### config.mk
export PLATFORM = sky130hd
export DESIGN_NAME = affine_trace_walker
export DESIGN_NICKNAME = d
export VERILOG_FILES = /design/src/rtl/atw_pkg.sv /design/src/rtl/atw_fetch.sv /design/src/rtl/atw_axis.sv /design/src/rtl/affine_trace_walker.sv
export SDC_FILE = /design/constraint.sdc
export NUM_CORES = 1
export LEC_CHECK = 0
export ABC_AREA = 1
export BUFFER_PORTS_ARGS = -buffer_cell sky130_fd_sc_hd__buf_2
export CAP_MARGIN = 25
export CORE_MARGIN = 1.5
export CORE_UTILIZATION = 25
export CTS_CLUSTER_DIAMETER = 150
export CTS_CLUSTER_SIZE = 40
export DETAILED_ROUTE_END_ITERATION = 10
export HOLD_SLACK_MARGIN = 0.15
export RECOVER_POWER = 50
export REMOVE_ABC_BUFFERS = 1
export SLEW_MARGIN = 20
export SYNTH_ARGS = -nofsm -noshare
export SYNTH_HDL_FRONTEND = slang
export SYNTH_SLANG_ARGS = --single-unit
### constraint.sdc
create_clock -name clk -period 5.5 [get_ports clk]
set_input_delay 0.825 -clock clk [delete_from_list [all_inputs] [get_ports clk]]
set_output_delay 0.825 -clock clk [all_outputs]
set_load 0.02 [all_outputs]
### src/rtl/atw_pkg.sv
package atw_pkg;
    localparam int WORD_W      = 16;
    localparam int ACC_W       = 24;
    localparam int INT_W       = 13;
    localparam int FRAC_W      = ACC_W - INT_W;
    localparam int START_FRAC  = 3;
    localparam int START_PAD   = FRAC_W - START_FRAC;
    localparam int MAG_W       = WORD_W - 1;
    localparam int ENTRY_WORDS = 4;
    localparam int ACCESS_CYC  = 3;

    typedef enum logic [1:0] {
        PH_IDLE  = 2'd0,
        PH_FETCH = 2'd1,
        PH_LINE  = 2'd2
    } phase_e;

    typedef struct packed {
        logic [WORD_W-1:0] sx;
        logic [WORD_W-1:0] sy;
        logic [WORD_W-1:0] dx;
        logic [WORD_W-1:0] dy;
    } entry_t;
endpackage

### src/rtl/atw_fetch.sv
module atw_fetch
    import atw_pkg::*;
#(
    parameter int ADDR_W = 16
) (
    input  logic              clk,
    input  logic              rst_n,
    input  logic              start,
    input  logic [ADDR_W-1:0] entry_addr,
    output logic              mem_rd,
    output logic [ADDR_W-1:0] mem_addr,
    input  logic [WORD_W-1:0] mem_rdata,
    output logic              done,
    output entry_t            entry
);
    localparam int CYC_W  = $clog2(ACCESS_CYC);
    localparam int WORD_IW = $clog2(ENTRY_WORDS);

    typedef struct packed {
        logic               active;
        logic [CYC_W-1:0]   cyc;
        logic [WORD_IW-1:0] widx;
        logic [ADDR_W-1:0]  addr;
        entry_t             ent;
    } fetch_s;

    fetch_s fs_d, fs_q;
    logic   last_cyc;

    always_comb begin
        fs_d     = fs_q;
        last_cyc = fs_q.active && (fs_q.cyc == CYC_W'(ACCESS_CYC - 1));
        done     = last_cyc && (fs_q.widx == WORD_IW'(ENTRY_WORDS - 1));
        if (start) begin
            fs_d.active = 1'b1;
            fs_d.cyc    = '0;
            fs_d.widx   = '0;
            fs_d.addr   = entry_addr;
        end else if (fs_q.active) begin
            if (last_cyc) begin
                fs_d.cyc = '0;
                case (fs_q.widx)
                    2'd0:    fs_d.ent.sx = mem_rdata;
                    2'd1:    fs_d.ent.sy = mem_rdata;
                    2'd2:    fs_d.ent.dx = mem_rdata;
                    default: fs_d.ent.dy = mem_rdata;
                endcase
                fs_d.widx = fs_q.widx + 1'b1;
                fs_d.addr = fs_q.addr + 1'b1;
                if (done) begin
                    fs_d.active = 1'b0;
                end
            end else begin
                fs_d.cyc = fs_q.cyc + 1'b1;
            end
        end
    end

    always_ff @(posedge clk or negedge rst_n) begin
        if (!rst_n) begin
            fs_q <= '0;
        end else begin
            fs_q <= fs_d;
        end
    end

    assign mem_rd   = fs_q.active;
    assign mem_addr = fs_q.addr;
    assign entry    = fs_q.ent;

    AST_ADDR_HOLD: assert property (@(posedge clk) disable iff (!rst_n)
        (mem_rd && fs_q.cyc != '0) |-> ($stable(mem_addr) && $past(mem_rd)));
endmodule

### src/rtl/atw_axis.sv
module atw_axis
    import atw_pkg::*;
(
    input  logic              clk,
    input  logic              rst_n,
    input  logic              load,
    input  logic [WORD_W-1:0] start_word,
    input  logic              step,
    input  logic [WORD_W-1:0] delta_word,
    output logic [INT_W-1:0]  coord
);
    logic [ACC_W-1:0] acc_d, acc_q;
    logic [ACC_W-1:0] mag;

    always_comb begin
        mag   = {{(ACC_W-MAG_W){1'b0}}, delta_word[MAG_W-1:0]};
        acc_d = acc_q;
        if (load) begin
            acc_d = {start_word, {START_PAD{1'b0}}};
        end else if (step) begin
            if (delta_word[WORD_W-1]) begin
                acc_d = acc_q - mag;
            end else begin
                acc_d = acc_q + mag;
            end
        end
    end

    always_ff @(posedge clk or negedge rst_n) begin
        if (!rst_n) begin
            acc_q <= '0;
        end else begin
            acc_q <= acc_d;
        end
    end

    assign coord = acc_q[ACC_W-1:FRAC_W];

    AST_ACC_HOLD: assert property (@(posedge clk) disable iff (!rst_n)
        (!load && !step) |=> $stable(coord));
endmodule

### src/rtl/affine_trace_walker.sv
module affine_trace_walker
    import atw_pkg::*;
#(
    parameter int ADDR_W = 16,
    parameter int CNT_W  = 9,
    parameter int DST_W  = 17
) (
    input  logic              clk,
    input  logic              rst_n,
    input  logic              cfg_wr,
    input  logic [1:0]        cfg_sel,
    input  logic [15:0]       cfg_wdata,
    output logic [15:0]       stat_word,
    output logic              busy,
    output logic              mem_rd,
    output logic [ADDR_W-1:0] mem_addr,
    input  logic [15:0]       mem_rdata,
    output logic              pix_valid,
    input  logic              pix_ready,
    output logic [12:0]       pix_src_x,
    output logic [12:0]       pix_src_y,
    output logic [DST_W-1:0]  pix_dst
);
    localparam logic [1:0] SEL_WIDTH  = 2'd0;
    localparam logic [1:0] SEL_HEIGHT = 2'd1;
    localparam logic [1:0] SEL_OFFS   = 2'd2;
    localparam logic [1:0] SEL_BASE   = 2'd3;

    typedef struct packed {
        phase_e            phase;
        logic [CNT_W-1:0]  prog_w;
        logic [CNT_W-1:0]  prog_h;
        logic [DST_W-1:0]  prog_offs;
        logic [CNT_W-1:0]  run_w;
        logic [CNT_W-1:0]  run_h;
        logic [CNT_W-1:0]  px;
        logic [CNT_W-1:0]  line;
        logic [DST_W-1:0]  dst;
        logic [ADDR_W-1:0] ent_addr;
    } ctl_s;

    ctl_s              c_d, c_q;
    logic              fetch_start;
    logic [ADDR_W-1:0] fetch_addr;
    logic              fetch_done;
    entry_t            entry;
    logic              accept;
    logic              axis_load;
    logic              axis_step;

    always_comb begin
        c_d         = c_q;
        fetch_start = 1'b0;
        fetch_addr  = c_q.ent_addr;
        accept      = (c_q.phase == PH_LINE) && pix_ready;
        axis_load   = 1'b0;
        axis_step   = accept;

        if (cfg_wr) begin
            case (cfg_sel)
                SEL_WIDTH:  c_d.prog_w    = cfg_wdata[CNT_W-1:0];
                SEL_HEIGHT: c_d.prog_h    = cfg_wdata[CNT_W-1:0];
                SEL_OFFS:   c_d.prog_offs = DST_W'(cfg_wdata);
                default:    ;
            endcase
        end

        case (c_q.phase)
            PH_IDLE: begin
                if (cfg_wr && cfg_sel == SEL_BASE &&
                    c_q.prog_w != '0 && c_q.prog_h != '0) begin
                    fetch_start = 1'b1;
                    fetch_addr  = cfg_wdata[ADDR_W-1:0];
                    c_d.phase    = PH_FETCH;
                    c_d.run_w    = c_q.prog_w;
                    c_d.run_h    = c_q.prog_h;
                    c_d.dst      = c_q.prog_offs;
                    c_d.px       = '0;
                    c_d.line     = '0;
                    c_d.ent_addr = cfg_wdata[ADDR_W-1:0];
                end
            end
            PH_FETCH: begin
                if (fetch_done) begin
                    axis_load = 1'b1;
                    c_d.phase = PH_LINE;
                    c_d.px    = '0;
                end
            end
            default: begin
                if (accept) begin
                    c_d.dst = c_q.dst + 1'b1;
                    if (c_q.px == c_q.run_w - 1'b1) begin
                        c_d.px = '0;
                        if (c_q.line == c_q.run_h - 1'b1) begin
                            c_d.phase = PH_IDLE;
                        end else begin
                            c_d.line     = c_q.line + 1'b1;
                            c_d.ent_addr = c_q.ent_addr + ADDR_W'(ENTRY_WORDS);
                            fetch_addr   = c_q.ent_addr + ADDR_W'(ENTRY_WORDS);
                            fetch_start  = 1'b1;
                            c_d.phase    = PH_FETCH;
                        end
                    end else begin
                        c_d.px = c_q.px + 1'b1;
                    end
                end
            end
        endcase
    end

    always_ff @(posedge clk or negedge rst_n) begin
        if (!rst_n) begin
            c_q       <= '0;
            c_q.phase <= PH_IDLE;
        end else begin
            c_q <= c_d;
        end
    end

    atw_fetch #(.ADDR_W(ADDR_W)) u_fetch (
        .clk        (clk),
        .rst_n      (rst_n),
        .start      (fetch_start),
        .entry_addr (fetch_addr),
        .mem_rd     (mem_rd),
        .mem_addr   (mem_addr),
        .mem_rdata  (mem_rdata),
        .done       (fetch_done),
        .entry      (entry)
    );

    atw_axis u_axis_x (
        .clk        (clk),
        .rst_n      (rst_n),
        .load       (axis_load),
        .start_word (entry.sx),
        .step       (axis_step),
        .delta_word (entry.dx),
        .coord      (pix_src_x)
    );

    atw_axis u_axis_y (
        .clk        (clk),
        .rst_n      (rst_n),
        .load       (axis_load),
        .start_word (entry.sy),
        .step       (axis_step),
        .delta_word (entry.dy),
        .coord      (pix_src_y)
    );

    assign busy      = (c_q.phase != PH_IDLE);
    assign stat_word = {busy, 15'd0};
    assign pix_valid = (c_q.phase == PH_LINE);
    assign pix_dst   = c_q.dst;

    AST_IDLE_QUIET: assert property (@(posedge clk) disable iff (!rst_n)
        !busy |-> (!pix_valid && !mem_rd));
    AST_NO_OVERLAP: assert property (@(posedge clk) disable iff (!rst_n)
        pix_valid |-> !mem_rd);
    AST_PIX_HOLD: assert property (@(posedge clk) disable iff (!rst_n)
        (pix_valid && !pix_ready) |=> (pix_valid && $stable(pix_src_x) &&
                                       $stable(pix_src_y) && $stable(pix_dst)));
    AST_DST_STEP: assert property (@(posedge clk) disable iff (!rst_n)
        (pix_valid && pix_ready) |=> (pix_dst == $past(pix_dst) + 1'b1));
endmodule

# == Yosys cells after proc, flatten, opt, wreduce, memory -nomap -nowiden ==
# Cells that the tools add are included.
# word_totals
register_bits,238
in_bits,38
elab_cells,125
output_inout_bits,78
# op_classes
mux,42
n_addsub,13
bitwise,3
n_reduce_logical,33
n_eq_ne,14
# ops
cell,n
24-bit two-way mux,6
16-bit two-way mux,8
51-bit two-way mux,2
85-bit two-way mux,1
42-bit one-hot mux with 2 select lines,1
82-bit two-way mux,1
24-bit by 15-bit adder with 24-bit output,2
24-bit by 15-bit subtractor with 24-bit output,2
9-bit two-way mux,4
16-bit one-hot mux with 2 select lines,1
21-bit two-way mux,1
4-bit AND reduction,5
"9-bit by 1-bit adder with 9-bit output, second input constant",2
9-bit equality test,2
9-bit one-hot mux with 2 select lines,1
9-bit nonzero test,2
"9-bit by 1-bit subtractor with 9-bit output, second input constant",2
"17-bit by 1-bit adder with 17-bit output, second input constant",1
"16-bit by 1-bit adder with 16-bit output, second input constant",1
"16-bit by 3-bit adder with 16-bit output, second input constant",1
"2-bit equality test, second input constant",6
2-bit nonzero test,6
2-bit two-way mux,5
2-bit AND reduction,5
other kinds (14),37

# == Depth between registers and ports, before layout ==
# Gate-level depths: netlist of run 1.
# depth
ltp_word,8
mapped_depth,21
mapped_depth_nobuf,21

# == Cells and area by module ==
# Synthesis of run 1 repeated with hierarchy kept, for this count alone.
# unflattened
hier_cells,2539
hier_area_um2,17710.7
# by_module_without_submodules
module,instances,cells_each,area_each_um2,seq_area_each_um2
atw_axis,2,571,3315.7,600.6
affine_trace_walker,1,898,6627.6,2627.5
atw_fetch,1,499,4451.8,2127.0

# == Least setup slack after synthesis of run 1 ==
# No wires, ideal clock.
# synth_path
path_type,reg2reg
startpoint,"register u_fetch.fs_q, in the netlist u_fetch.entry[0]"
endpoint,register u_axis_y.acc_q[19]
path_stages_with_launch,21
setup_ps,129
setup_slack_ps,2514
path_buffers,0
t_required_ps,5371
period_less_slack_ps,2986
arrival_ps,2857
cell_sequence,dfrtp_1 -> inv_1 -> ha_1 -> nand3_1 -> o31ai_1 -> o21ai_0 -> a21oi_1 -> nand2_1 -> xnor2_1 -> ha_1 -> nand2_1 -> nor2_1 -> inv_1 -> nor2_1 -> nand4_1 -> nand3_1 -> nand2_1 -> nand3_1 -> a21oi_1 -> o21ai_0 -> nand3_1
# synth_between
elab_chain_len,4
elab_cells_between_ends,5
cone_classes,add/sub: 2; mux: 3
# synth_lines
element,line_no,text
from (decl),atw_fetch.sv:27,"fetch_s fs_d, fs_q;"
from (signal assigned),atw_fetch.sv:63,fs_q <= fs_d;
24-bit by 15-bit adder with 24-bit output / 24-bit by 15-bit subtractor with 24-bit output (equally long branches),"atw_axis.sv:24, atw_axis.sv:22",
24-bit two-way mux *,atw_axis.sv:21,if (delta_word[WORD_W-1]) begin
24-bit two-way mux *,atw_axis.sv:20,end else if (step) begin
24-bit two-way mux *,atw_axis.sv:18,if (load) begin
to (signal assigned),atw_axis.sv:31,acc_q <= '0;
to (signal assigned),atw_axis.sv:33,acc_q <= acc_d;
to (decl),atw_axis.sv:12,"logic [ACC_W-1:0] acc_d, acc_q;"
# Mark *: on every way between the ends. The rest lies on a longest branch, timed or not. The select of a mux whose other input is x is not followed.
# A chain may end at the register's enable or synchronous reset.

# == Final worst setup path of run 1 ==
# layout_path
startpoint,"register u_fetch.fs_q, in the netlist u_fetch.entry[0]"
endpoint,register u_axis_y.acc_q[23]
# The elaborated chain is that of the path after synthesis.

==> results, run 1 <==
- The min-delay analysis places its worst path in the category input pin to async pin.
- The HPWL after detailed placement is 34.1 mm.
- In this run the clock root is driven by a sky130_fd_sc_hd__clkbuf_16.
- The overflow left after global routing is 0.
- The number of design-rule violations left by the first detailed-router iteration is 905.
- Timing would allow up to 0.266 GHz.
- The floorplan step set the die width to 256 um.
- The clock passes through at most 3 buffers.
- The number of vias per cell is 4.59.
- The wire length of the first global-routing pass is ~74 mm.
- The clock net in this run drives a total of 238 sinks.
- The detail route stage leaves a number of antenna-violating nets equal to 0.
- Between clock sinks in the finished design, the worst skew comes to 0.0326 ns.
- At the end of routability-driven placement, the weighted congestion stood at 0.894.
- The die is 256 um tall.
- The number of hold violations in the final report is 0.
- The initial utilization of the core area, before any placement, comes to 0.253.
- The total number of placement rows is 92.
- Of the cells placed in the final design, the portion with a size suffix greater than 1 is 0.0744.
- The initial antenna violation count came to 3.
- In this run the tightest slew margin relative to its limit is -0.903.
- At the end of the flow, the number of nets in the layout was 2294.
- After detailed routing, the average wire length per cell comes to around 15 um.
- The flow ran to the end, but the final reports show violations.
- The max-slew violation total from the final report was between 150 and 200.
- The number of levels the H-tree was split into is 1.
- After filler insertion, the fill cell instance count of the layout stands at 6969.
- The total detailed-routing wirelength is ~45 mm.
- Setup repair after global routing left no endpoint under its margin.
- TritonCTS built the clock tree.
- Setup violations remaining at the end of the flow were counted as 0.
- The number of synthesis warnings is 0.
- Post-CTS timing repair inserted 0 buffers for setup.
- The setup slack on the worst flop-to-flop path is 1.73 ns.
- The number of global-route vias before repair came to roughly 13000.
- The fraction of the cycle the final worst path needs is 0.685.
- The number of buffers added to fix hold violations after cts is 0.
- The setup total negative slack is 0 ns.
- In this run the worst path has a maximum fanout of 6.
- The area of the multi-input gates is 8370 um^2.
- The repair_antennas step left the layout with diodes totalling 0.
- The mapped cell area is 16000 um^2.
- The insertion delay to the later sink of the worst-skew pair is 0.51 ns.
- The critical path endpoint category is a flop.
- The actual transition at the worst max-transition pin is approximately 2.9 ns.
- After synthesis the netlist holds a flip-flop and latch count of 238.
- The via count is 13900.
- For this run, the total global-route usage over all layers was measured as 0.138.
- Entering global routing, the biggest net connects 112 pins.
- The critical path is of the flop to flop type.
- The worst vdd rail ir drop is about 180 uV.
- After layout, the minimum clock period comes to 3.77 ns.
- Dividing total power by cell area gives a power density of around 190 nW/um^2.
- The first detailed-routing pass ran for 5 iterations.
- The total I/O pin count is 116.
- Clock tree synthesis inserted a total of 9 buffers.
- The number of cells produced by synthesis is 2206.
- The checks that failed: max-capacitance violations, max-slew violations.
- The region available for standard cell placement spans 63200 um^2.
- The synthesized design contains 0 enable-type register cells.
- After clock tree synthesis, the clock-pin slew on the worst setup and hold paths is 0.15 ns.
- The static leakage is 8.29 nW.
- Buffers placed on the I/O ports in this run total 100.
- Data on the critical path is required at its endpoint by 5.92 ns.
- For the worst setup path, the data arrival time is 4.19 ns.
- The average instance in the mapped netlist occupies 7.25 um^2.
- The flip-flop and latch area is 5960 um^2.
- Of the synthesized area, sequential elements account for 0.372.
- STA classifies the critical path startpoint as a flop.
- The share of synthesized flip-flops with an asynchronous set or reset is 1.00.
- For this run, the share of the core covered by cells in the final layout is 0.270.
- The number of resized instances in the post-cts repair step is 0.
- The die covers 65500 um^2.
- The max-cap check violation count is 2.
- The layout overhead on the synthesized area is 6.58%.
- Yosys mapped the design onto 50 distinct sky130hd cell types.
- In the routed design, unresolved DRC markers number 0.
- The predominant post-synthesis flop cell is sky130_fd_sc_hd__dfrtp_1.
- The count of cells along the worst register-to-register path is 16.
[stage by stage]
stage / hold slack [ns] / setup WS, ns / instance area, um^2 / instances / power, W
after detailed placement: 0.466 / 1.82 / 16800 / 3026 / 0.00235
after CTS: 0.345 / 1.76 / 17100 / 3036 / 0.00323
after global placement: 0.463 / 1.83 / 16800 / 3026 / 0.00234
after global routing: 0.372 / 1.28 / 17000 / 3037 / 0.00334
final: 0.280 / 1.73 / 17000 / 3037 / 0.00318
after floorplan: 0.444 / 0.979 / 15100 / 2069 / 0.00218
[registers in the layout, indices dropped and copies added (netlist names)]
| name | cells |
|---|---|
| u_fetch.mem_addr | 16 |
| pix_dst | 17 |
| u_fetch.fs_q | 4 |
| u_axis_x.acc_q | 24 |
| c_q | 88 |
| u_axis_y.acc_q | 24 |
| u_fetch.entry | 64 |
| u_fetch.mem_rd | 1 |
[power by group]
part,switching (W),internal [W],total (W)
Clock,0.000553,0.000314,0.000867
Sequential,0.0000535,0.00181,0.00187
Combinational,0.000296,0.000145,0.000441
[cell type report]
type	instances	share of cell area
Tap cell	846	0.0621
Sequential cell	238	0.349
Timing Repair Buffer	112	0.0345
Clock buffer	10	0.0140
Multi-Input combinational cell	1607	0.491
Inverter	224	0.0493
[placed cells by master (no fill, tap or decap), types with 18 or more instances in the layout]
master,Yosys,final
sky130_fd_sc_hd__nor2_1,167,164
sky130_fd_sc_hd__dfrtp_1,238,238
sky130_fd_sc_hd__xnor2_1,34,34
sky130_fd_sc_hd__nand3_1,143,143
sky130_fd_sc_hd__xor2_1,59,59
sky130_fd_sc_hd__a21oi_1,101,101
sky130_fd_sc_hd__nand2_1,598,597
sky130_fd_sc_hd__o21ai_0,198,198
sky130_fd_sc_hd__nor3_1,40,40
sky130_fd_sc_hd__buf_2,10,97
sky130_fd_sc_hd__inv_1,216,216
sky130_fd_sc_hd__o21ai_1,18,18
sky130_fd_sc_hd__nand4_1,19,19
sky130_fd_sc_hd__ha_1,62,62
[cell usage after synthesis (5+ instances only)]
cell                       instances  area (um^2)
sky130_fd_sc_hd__a211oi_1          9         67.6
sky130_fd_sc_hd__a21boi_0          5         37.5
sky130_fd_sc_hd__a21o_1            8         60.1
sky130_fd_sc_hd__a21oi_1         101          505
sky130_fd_sc_hd__a22o_1            8         70.1
sky130_fd_sc_hd__a31oi_1          13         81.3
sky130_fd_sc_hd__buf_2            10         50.1
sky130_fd_sc_hd__buf_4            79          593
sky130_fd_sc_hd__clkbuf_1         54          203
sky130_fd_sc_hd__dfrtp_1         238         5960
sky130_fd_sc_hd__ha_1             62          776
sky130_fd_sc_hd__inv_1           216          811
sky130_fd_sc_hd__inv_2             6         22.5
sky130_fd_sc_hd__nand2_1         598         2240
sky130_fd_sc_hd__nand3_1         143          716
sky130_fd_sc_hd__nand4_1          19          119
sky130_fd_sc_hd__nor2_1          167          627
sky130_fd_sc_hd__nor3_1           40          200
sky130_fd_sc_hd__o211ai_1         12         90.1
sky130_fd_sc_hd__o21ai_0         198          991
sky130_fd_sc_hd__o21ai_1          18         90.1
sky130_fd_sc_hd__o21ai_2          16          140
sky130_fd_sc_hd__o21bai_1         15          113
sky130_fd_sc_hd__o22ai_1           9         56.3
sky130_fd_sc_hd__o31ai_1          13         97.6
sky130_fd_sc_hd__or2_2             8         50.1
sky130_fd_sc_hd__xnor2_1          34          298
sky130_fd_sc_hd__xor2_1           59          517
[path summary, 6_finish.rpt]
| path | from | to |
|---|---|---|
| min in group clk | u_fetch.fs_q[83] | u_fetch.fs_q[83] |
| max in group asynchronous | rst_n | u_fetch.entry[63] |
| hold reg to reg | u_fetch.fs_q[83] | u_fetch.fs_q[83] |
| hold / removal | rst_n | c_q[82] |
| setup reg to reg | u_fetch.entry[0] | u_axis_y.acc_q[23] |
| setup / recovery | u_fetch.entry[0] | u_axis_y.acc_q[23] |
[worst max-delay path: stages, from the launching register on]
cell and delay, ns:
sky130_fd_sc_hd__dfrtp_1 0.44, sky130_fd_sc_hd__inv_1 0.07, sky130_fd_sc_hd__ha_1 0.17, sky130_fd_sc_hd__nand3_1 0.14, sky130_fd_sc_hd__o31ai_1 0.33, sky130_fd_sc_hd__o21ai_0 0.21
sky130_fd_sc_hd__a21oi_1 0.24, sky130_fd_sc_hd__nand2_1 0.23, sky130_fd_sc_hd__a21oi_1 0.18, sky130_fd_sc_hd__ha_1 0.24, sky130_fd_sc_hd__nand2_1 0.12, sky130_fd_sc_hd__nor3_1 0.21
sky130_fd_sc_hd__nor3b_1 0.38, sky130_fd_sc_hd__nand3_1 0.12, sky130_fd_sc_hd__o21ai_0 0.33, sky130_fd_sc_hd__o21ai_0 0.14, sky130_fd_sc_hd__o21bai_1 0.15
[metal layers]
layer / GRT usage / vias to the layer above / wire length [um]
li1: - / 7079 / -
met1: 0.192 / 6554 / 21800
met2: 0.227 / 255 / 21000
met3: 0.0157 / 46 / 1720
met4: 0.0332 / 4 / 971
met5: 0 / - / 22
[kinds of logic (layout without fill, tap and decap cells)]
| family | count (synthesis) | count (layout) | synth area share |
|---|---|---|---|
| flip-flops | 238 | 238 | 0.372 |
| AND/OR/NAND/NOR | 993 | 993 | 0.258 |
| other | 1 | 15 | 0.000234 |
| buffers and inverters | 375 | 346 | 0.109 |
| multiplexers | 1 | 1 | 0.000626 |
| adder cells (fa/ha/maj) | 64 | 64 | 0.0510 |
| AO/OA/AOI/OAI | 441 | 441 | 0.158 |
| XOR/XNOR | 93 | 93 | 0.0509 |
(Power assumes the default switching activity.)
==> run 2: changes to the inputs <==
clock period = 3.5 ns   (was 5.5 ns; I/O delays follow)
==> results, run 2 (same netlist as run 1, synthesis figures left out) <==
- Result of the run: finished with violations (unchanged).
- Violations in the final reports: max-capacitance violations, max-slew violations (unchanged).
- The share of final-layout standard cells stronger than drive strength 1 is 0.0884 (was 0.0744).
- The critical path startpoint category is a flop (unchanged).
- The overflow left after global routing is 0 (unchanged).
- The worst max-slew margin expressed relative to the limit is -0.570 (was -0.903).
- The TritonCTS sink count was 238 (unchanged).
- The power per cell area is 303 nW/um^2 (was 186 nW/um^2).
- The total I/O pin count is 116 (unchanged).
- The wire length of the first global-routing pass is 74.2 mm (was 73.7 mm).
- The height of the die is 256 um (unchanged).
- The layout overhead on the synthesized area was 8.99% (was 6.58%).
- The slowest cell on the critical path is sky130_fd_sc_hd__dfrtp_1 (unchanged).
- The final design instance area without fill is 17400 um^2 (was 17000 um^2).
- The total detailed-routing wirelength is 46.2 mm (was 45.5 mm).
- The timing-limited maximum frequency is 0.312 GHz (was 0.266 GHz).
- The worst vdd rail ir drop is 275 uV (was 181 uV).
- The number of global-route vias before repair is 13300 (was 13200).
- The layout net count came to 2318 (was 2294).
- The actual transition at the worst max-transition pin is 2.36 ns (was 2.85 ns).
- The max-cap check violation count is 1 (was 2).
- The total placed instance area is 17000 um^2 (was 16800 um^2).
- The initial antenna violation count is 1 (was 3).
- The highest-utilization routing layer at the global route stage is met2 (unchanged).
- Critical path, cell by cell: buf_4 > nor3_1 > nand3_1 > nor2_2 > nand3_1 > nor2_1 > nor2_1 > xor2_1 > inv_1 > ha_1 > nand2_1 > nor2_1 > inv_1 > nor2_1 > nand4_1 > nand3_1 > nand2_1 > nand3_1 > a21oi_1 > o21ai_0 > nand3_1 (was inv_1 > ha_1 > nand3_1 > o31ai_1 > o21ai_0 > a21oi_1 > nand2_1 > a21oi_1 > ha_1 > nand2_1 > nor3_1 > nor3b_1 > nand3_1 > o21ai_0 > o21ai_0 > o21bai_1).
- The most flop-heavy register is c_q (unchanged).
- The maximum root-to-sink buffer count is 3 (unchanged).
- The data arrival time of the critical path is 3.61 ns (was 4.19 ns).
- The number of buffers added by the clock tree synthesis step is 10 (was 9).
- The largest net degree at the start of global routing is 86 (was 112).
- The buffer type at the clock tree root is sky130_fd_sc_hd__clkbuf_16 (unchanged).
- The critical path's largest stage delay is 0.40 ns (was 0.44 ns).
- The CTS tree is done (unchanged).
- The worst endpoint required time is 3.91 ns (was 5.92 ns).
- The flip-flop count of the largest register, all copies and words added is 88 (unchanged).
- The number of port buffers came to 100 (unchanged).
- The total setup violations reported at the end of the flow is 0 (unchanged).
- The maximum fanout along the worst path is 6 (unchanged).
- The via count is 14000 (was 13900).
- The number of design-rule violations left by the first detailed-router iteration is 889 (was 905).
- The clock transition at the registers of the reported paths is 0.16 ns (was 0.15 ns).
- The number of remaining DRC errors is 0 (unchanged).
- The area of the die is 65500 um^2 (unchanged).
- The HPWL after detailed placement is 34.5 mm (was 34.1 mm).
- The number of levels the H-tree was split into is 1 (unchanged).
- The met2 capacity usage during global routing is 0.222 (was 0.227).
- The final weighted congestion in routability-driven placement came to 0.915 (was 0.894).
- The final core area utilization is 0.276 (was 0.270).
- The area of the core region came to 63200 um^2 (unchanged).
- The routed length per placed instance is 15.1 um (was 15.0 um).
- The type of the worst min-delay path is input pin to flop (was input pin to async pin).
- The met3 routing resource usage after global routing is 0.0148 (was 0.0157).
- The setup total negative slack is 0 ns (unchanged).
- The maximum clock skew at final layout came to 0.0700 ns (was 0.0326 ns).
- The most frequent standard cell in the layout excluding fill and tap cells is sky130_fd_sc_hd__nand2_1 (unchanged).
- The post-detailed-route count of antenna-violating nets is 0 (unchanged).
- The cell type with the highest occurrence count on the critical path is sky130_fd_sc_hd__nand3_1 (was sky130_fd_sc_hd__o21ai_0).
- The total global routing track utilization is 0.138 (about the same).
- The static leakage is 8.46 nW (was 8.29 nW).
- The number of diodes was 0 (unchanged).
- The critical path endpoint category is a flop (unchanged).
- The global-route track usage on met1 is 0.199 (was 0.192).
- The number of search-and-repair iterations in the first detailed-routing pass was 5 (unchanged).
- The number of hold violations in the final report is 0 (unchanged).
- Commonest non-fill, non-tap cells in the layout: sky130_fd_sc_hd__nand2_1 (596), sky130_fd_sc_hd__dfrtp_1 (237), sky130_fd_sc_hd__inv_1 (216) (was sky130_fd_sc_hd__nand2_1 (597), sky130_fd_sc_hd__dfrtp_1 (238), sky130_fd_sc_hd__inv_1 (216)).
- The initial cell density of the core is 0.253 (unchanged).
- The class of the most critical setup path is flop to flop (unchanged).
- The fraction of the cycle the final worst path needs is 0.915 (was 0.685).
- The max-slew violation total from the final report is 84 (was 152).
- The number of vias per cell is 4.57 (was 4.59).
- The final critical path time including I/O delays and setup is 3.20 ns (was 3.77 ns).
- The total number of placement rows came to 92 (unchanged).
- The insertion delay to the later sink of the worst-skew pair came to 0.54 ns (was 0.51 ns).
- The width of the chip was 256 um (unchanged).
==> run 2: cell types whose count changed in the layout (fill, tap and decap cells not counted), moves of 2 or more <==
cell,change
sky130_fd_sc_hd__buf_4,+17
sky130_fd_sc_hd__buf_2,-7
sky130_fd_sc_hd__clkbuf_2,+2
sky130_fd_sc_hd__a21oi_1,-5
sky130_fd_sc_hd__clkbuf_16,+2
sky130_fd_sc_hd__o21ai_0,-4
sky130_fd_sc_hd__o21ai_1,+3
sky130_fd_sc_hd__clkbuf_1,+5
sky130_fd_sc_hd__nand2_4,+2
sky130_fd_sc_hd__buf_12,+4
sky130_fd_sc_hd__a21oi_2,+5
==> run 2: layer usage <==
| metal | wire [um] | share of wire |
|---|---|---|
| met1 | 22500 | 0.49 |
| met2 | 20900 | 0.45 |
| met3 | 2010 | 0.044 |
| met4 | 801 | 0.017 |
| met5 | 13 | 0.00028 |
==> run 2: final cells by class <==
| type | count | area, um^2 |
|---|---|---|
| sequential | 238 | 5960 |
| clock inverter | 3 | 65.1 |
| tap | 846 | 1060 |
| fill | 6995 | 45800 |
| inverter | 224 | 841 |
| timing repair buffer | 134 | 792 |
| clock buffer | 11 | 275 |
| multi-input combinational | 1608 | 8440 |
==> run 2: power by group <==
group	internal [W]	total (W)	switching, W
Clock	0.000665	0.00162	0.000959
Sequential	0.00285	0.00293	0.0000811
Combinational	0.000246	0.000720	0.000474
==> run 2: worst max-delay path, delay by kind of cell (launching register included) <==
family / cells / cell delay (ns)
flip-flops: 1 / 0.40
AND/OR/NAND/NOR: 14 / 1.71
adder cells (fa/ha/maj): 1 / 0.37
buffers and inverters: 3 / 0.28
AO/OA/AOI/OAI: 2 / 0.17
XOR/XNOR: 1 / 0.14
==> run 2: repair_timing <==
item / 4_1_cts / 5_1_grt
hold buffers: 1 / 0
resized for setup: 0 / 22
setup endpoints to repair: 0 / 49
endpoints found under the hold margin: 80 / 0
buffers inserted: 0 / 5
==> run 2: path summary, 6_finish.rpt <==
check | from | to | slack [ns] | cells after the start
worst min register to register | u_fetch.mem_rd | u_fetch.fs_q[83] | 0.49 | 1
worst min-delay path | cfg_wdata[9] | c_q[78] | 0.30 | 3
max in group asynchronous | rst_n | c_q[53] | 0.65 | 3
worst max register to register | u_fetch.entry[0] | u_axis_y.acc_q[19] | 0.30 | 21
min in group asynchronous | rst_n | c_q[81] | 1.19 | 2
worst max-delay path | u_fetch.entry[0] | u_axis_y.acc_q[19] | 0.30 | 21
==> run 2: stage by stage <==
step	total power [W]	instances	hold WS [ns]	setup WS, ns
CTS	0.00534	3058	0.281	0.0586
finish	0.00527	3064	0.299	0.299
global placement	0.00369	3043	0.463	0.115
global route	0.00554	3064	0.319	-0.000161
floorplan	0.00342	2069	0.229	-1.02
detailed placement	0.00369	3043	0.467	0.0899
==> run 3: changes to the inputs <==
ABC_CLOCK_PERIOD_IN_PS = 3700   (was default)
clock period = 3.7 ns   (was 3.5 ns; I/O delays follow)
==> results, run 3 (same netlist as run 1, synthesis figures left out) <==
- The power per cell area came to 288 nW/um^2 (was 303 nW/um^2).
- Result of the run: finished with violations (unchanged).
- The net switching power is 0.00147 W (was 0.00151 W).
- The launching element of the worst setup path was u_fetch.entry[2] (was u_fetch.entry[0]).
- The total global routing track utilization is 0.137 (was 0.138).
- Violations in the final reports: max-capacitance violations, max-slew violations (unchanged).
- The start of the worst register-to-register path is u_fetch.entry[2] (was u_fetch.entry[0]).
- The most frequent standard cell in the layout excluding fill and tap cells is sky130_fd_sc_hd__nand2_1 (unchanged).
- The TritonCTS sink count is 238 (unchanged).
- The flip-flop count of the largest register, all copies and words added is 88 (unchanged).
- The final critical path time including I/O delays and setup is 3.34 ns (was 3.20 ns).
- The share of final-layout standard cells stronger than drive strength 1 came to 0.0832 (was 0.0884).
- The post-detailed-route count of antenna-violating nets is 0 (unchanged).
- The maximum clock skew at final layout was 0.0501 ns (was 0.0700 ns).
- The number of port buffers was 100 (unchanged).
- The portion of total power attributed to combinational logic is 0.135 (was 0.137).
- The total I/O pin count was 116 (unchanged).
- The switching share of total power is 0.295 (was 0.287).
- The number of search-and-repair iterations in the first detailed-routing pass is 5 (unchanged).
- The terminus of the critical flop-to-flop path was u_axis_y.acc_q[14] (was u_axis_y.acc_q[19]).
- The class of the most critical setup path is flop to flop (unchanged).
- The buffer type at the clock tree root is sky130_fd_sc_hd__clkbuf_16 (unchanged).
- The number of inserted filler cells in the final layout is 7002 (was 6995).
- The startpoint of the worst hold path was cfg_wdata[11] (was cfg_wdata[9]).
- The height of the die is 256 um (unchanged).
- The CTS tree is done (unchanged).
- The layout net count is 2311 (was 2318).
- The slowest cell on the critical path is sky130_fd_sc_hd__dfrtp_1 (unchanged).
- The max-slew violation total from the final report came to 100 (was 84).
- The number of hold violations in the final report was 0 (unchanged).
- Critical path, cell by cell: nor3_1 > nand3_1 > nor2_1 > nand3_1 > nor2_1 > nor2_1 > xor2_1 > inv_1 > ha_1 > a21oi_1 > o21ai_0 > o21bai_1 > a21oi_1 > xor2_1 > o211ai_1 (was buf_4 > nor3_1 > nand3_1 > nor2_2 > nand3_1 > nor2_1 > nor2_1 > xor2_1 > inv_1 > ha_1 > nand2_1 > nor2_1 > inv_1 > nor2_1 > nand4_1 > nand3_1 > nand2_1 > nand3_1 > a21oi_1 > o21ai_0 > nand3_1).
- The clock transition at the registers of the reported paths is 0.17 ns (was 0.16 ns).
- Commonest non-fill, non-tap cells in the layout: sky130_fd_sc_hd__nand2_1 (596), sky130_fd_sc_hd__dfrtp_1 (238), sky130_fd_sc_hd__inv_1 (216) (was sky130_fd_sc_hd__nand2_1 (596), sky130_fd_sc_hd__dfrtp_1 (237), sky130_fd_sc_hd__inv_1 (216)).
- The routed length per placed instance was 15.0 um (was 15.1 um).
- The share of total power in sequential cells is 0.556 (about the same).
- The timing-limited maximum frequency was 0.299 GHz (was 0.312 GHz).
- The post-route non-filler standard cell count is 3057 (was 3064).
- The worst hold path cell count was 3 (unchanged).
- The total setup violations reported at the end of the flow is 0 (unchanged).
- Setup repair after global routing left no endpoint under its margin.
- The clock network fraction of design power is 0.309 (was 0.308).
- The width of the chip is 256 um (unchanged).
- The area of the multi-input gates is 8390 um^2 (was 8440 um^2).
- The count of cells along the worst register-to-register path is 15 (was 21).
- The number of levels the H-tree was split into came to 1 (unchanged).
- The total number of placement rows came to 92 (unchanged).
- The number of design-rule violations left by the first detailed-router iteration is 926 (was 889).
- The most flop-heavy register was c_q (unchanged).
- The number of global-route vias before repair is 13100 (was 13300).
- The number of buffers added by the clock tree synthesis step is 10 (unchanged).
- The total instance count after detailed placement was 3041 (was 3043).
- The largest net degree at the start of global routing was 102 (was 86).
- The setup total negative slack came to 0 ns (unchanged).
- The type of the worst min-delay path was input pin to flop (unchanged).
- The worst endpoint required time is 4.07 ns (was 3.91 ns).
- The setup slack on the worst flop-to-flop path is 0.36 ns (was 0.30 ns).
- The critical path's largest stage delay is 0.42 ns (was 0.40 ns).
- The worst vdd rail ir drop is 296 uV (was 275 uV).
- The flip-flop and latch area is 5960 um^2 (about the same).
- The number of remaining DRC errors is 0 (unchanged).
- The final weighted congestion in routability-driven placement is 0.944 (was 0.915).
- The HPWL after detailed placement was 34.4 mm (was 34.5 mm).
- The maximum root-to-sink buffer count is 3 (unchanged).
- The wire length of the first global-routing pass is 73.4 mm (was 74.2 mm).
- The max-cap check violation count was 1 (unchanged).
- The endpoint of the worst hold-timing path was c_q[80] (was c_q[78]).
- The overflow left after global routing is 0 (unchanged).
- The cell type with the highest occurrence count on the critical path is sky130_fd_sc_hd__nor2_1 (was sky130_fd_sc_hd__nand3_1).
- The static leakage came to 8.41 nW (was 8.46 nW).
- The worst max-slew margin expressed relative to the limit is -0.894 (was -0.570).
- The maximum fanout along the worst path was 6 (unchanged).
- The critical path endpoint category is a flop (unchanged).
- The initial antenna violation count was 0 (was 1).
- The critical path startpoint category is a flop (unchanged).
- The internal power is 0.00351 W (was 0.00376 W).
- The fraction of the cycle the final worst path needs is 0.903 (was 0.915).
- The actual transition at the worst max-transition pin is 2.84 ns (was 2.36 ns).
- The area of the die is 65500 um^2 (unchanged).
- The initial cell density of the core is 0.253 (unchanged).
- The number of diodes is 0 (unchanged).
- The final core area utilization came to 0.274 (was 0.276).
- The number of vias per cell was 4.59 (was 4.57).
- The insertion delay to the later sink of the worst-skew pair came to 0.54 ns (about the same).
- The data arrival time of the critical path was 3.72 ns (was 3.61 ns).
- The total detailed-routing wirelength came to 45.8 mm (was 46.2 mm).
- The area of the core region was 63200 um^2 (unchanged).
- The layout overhead on the synthesized area was 8.17% (was 8.99%).
- The via count is 14000 (about the same).
## run 3: changes by cell type in the layout (fill, tap and decap cells not counted), moves of 2 or more
cell / change
sky130_fd_sc_hd__buf_2: +5
sky130_fd_sc_hd__buf_4: -5
sky130_fd_sc_hd__a21oi_1: +3
sky130_fd_sc_hd__a21oi_2: -3
sky130_fd_sc_hd__clkbuf_1: -3
sky130_fd_sc_hd__o21ai_0: +3
sky130_fd_sc_hd__buf_12: -2
sky130_fd_sc_hd__nand2_2: +2
sky130_fd_sc_hd__nand2_4: -2
sky130_fd_sc_hd__o21ai_1: -2
## run 3: cell type report
type                    instances  area share
clock buffers                  12      0.0167
well taps                     846      0.0612
clock inverters                 2     0.00268
multi-input cells            1607       0.485
inverters                     224      0.0486
flip-flops and latches        238       0.344
repair buffers                128      0.0417
## run 3: power by group through the flow
| stage | sequential [W] | combinational (W) | clock [W] |
|---|---|---|---|
| final | 0.00277 | 0.000671 | 0.00154 |
| after global routing | 0.00279 | 0.000765 | 0.00167 |
| after CTS | 0.00277 | 0.000674 | 0.00160 |
| after detailed placement | 0.00282 | 0.000670 | 0 |
| after global placement | 0.00282 | 0.000665 | 0 |
| after floorplan | 0.00280 | 0.000439 | 0 |
## run 3: metrics by stage
step / instance area [um^2] / setup WS, ns / power (W) / hold WS (ns)
floorplan: 15100 / -0.821 / 0.00324 / 0.259
CTS: 17300 / 0.111 / 0.00504 / 0.300
global route: 17300 / 0.00379 / 0.00522 / 0.310
finish: 17300 / 0.358 / 0.00498 / 0.317
global placement: 16900 / 0.258 / 0.00348 / 0.464
detailed placement: 16900 / 0.186 / 0.00349 / 0.466
## run 3: worst max-delay path by stage
stage,endpoint,slack (ns)
6_report,u_axis_y.acc_q[14],0.36
5_1_grt,u_axis_y.acc_q[19],0.004
4_1_cts,u_axis_y.acc_q[20],0.11
3_5_place_dp,u_axis_y.acc_q[19],0.19
3_3_place_gp,u_axis_y.acc_q[20],0.26
2_1_floorplan,u_fetch.entry[0],-0.82
## run 3: per-layer routing
| metal | share of wire | global-route usage |
|---|---|---|
| met4 | 0.016 | 0.0278 |
| met1 | 0.49 | 0.196 |
| met2 | 0.45 | 0.221 |
| met5 | 0 | 0 |
| met3 | 0.046 | 0.0169 |
## run 3: timing repair
| action | in CTS | in global routing |
|---|---|---|
| buffers inserted | 0 | 0 |
| hold endpoints to repair | 62 | 0 |
| gates resized for setup | 0 | 7 |
| setup endpoints to repair | 0 | 11 |
| hold buffers | 1 | 0 |
## run 3: worst max-delay path, delay by kind of cell (launching register included)
kind | cells | cell delay (ns)
AND/OR/NAND/NOR | 6 | 1.04
AO/OA/AOI/OAI | 5 | 0.93
flip-flops | 1 | 0.42
XOR/XNOR | 2 | 0.38
adder cells (fa/ha/maj) | 1 | 0.37
buffers and inverters | 1 | 0.06
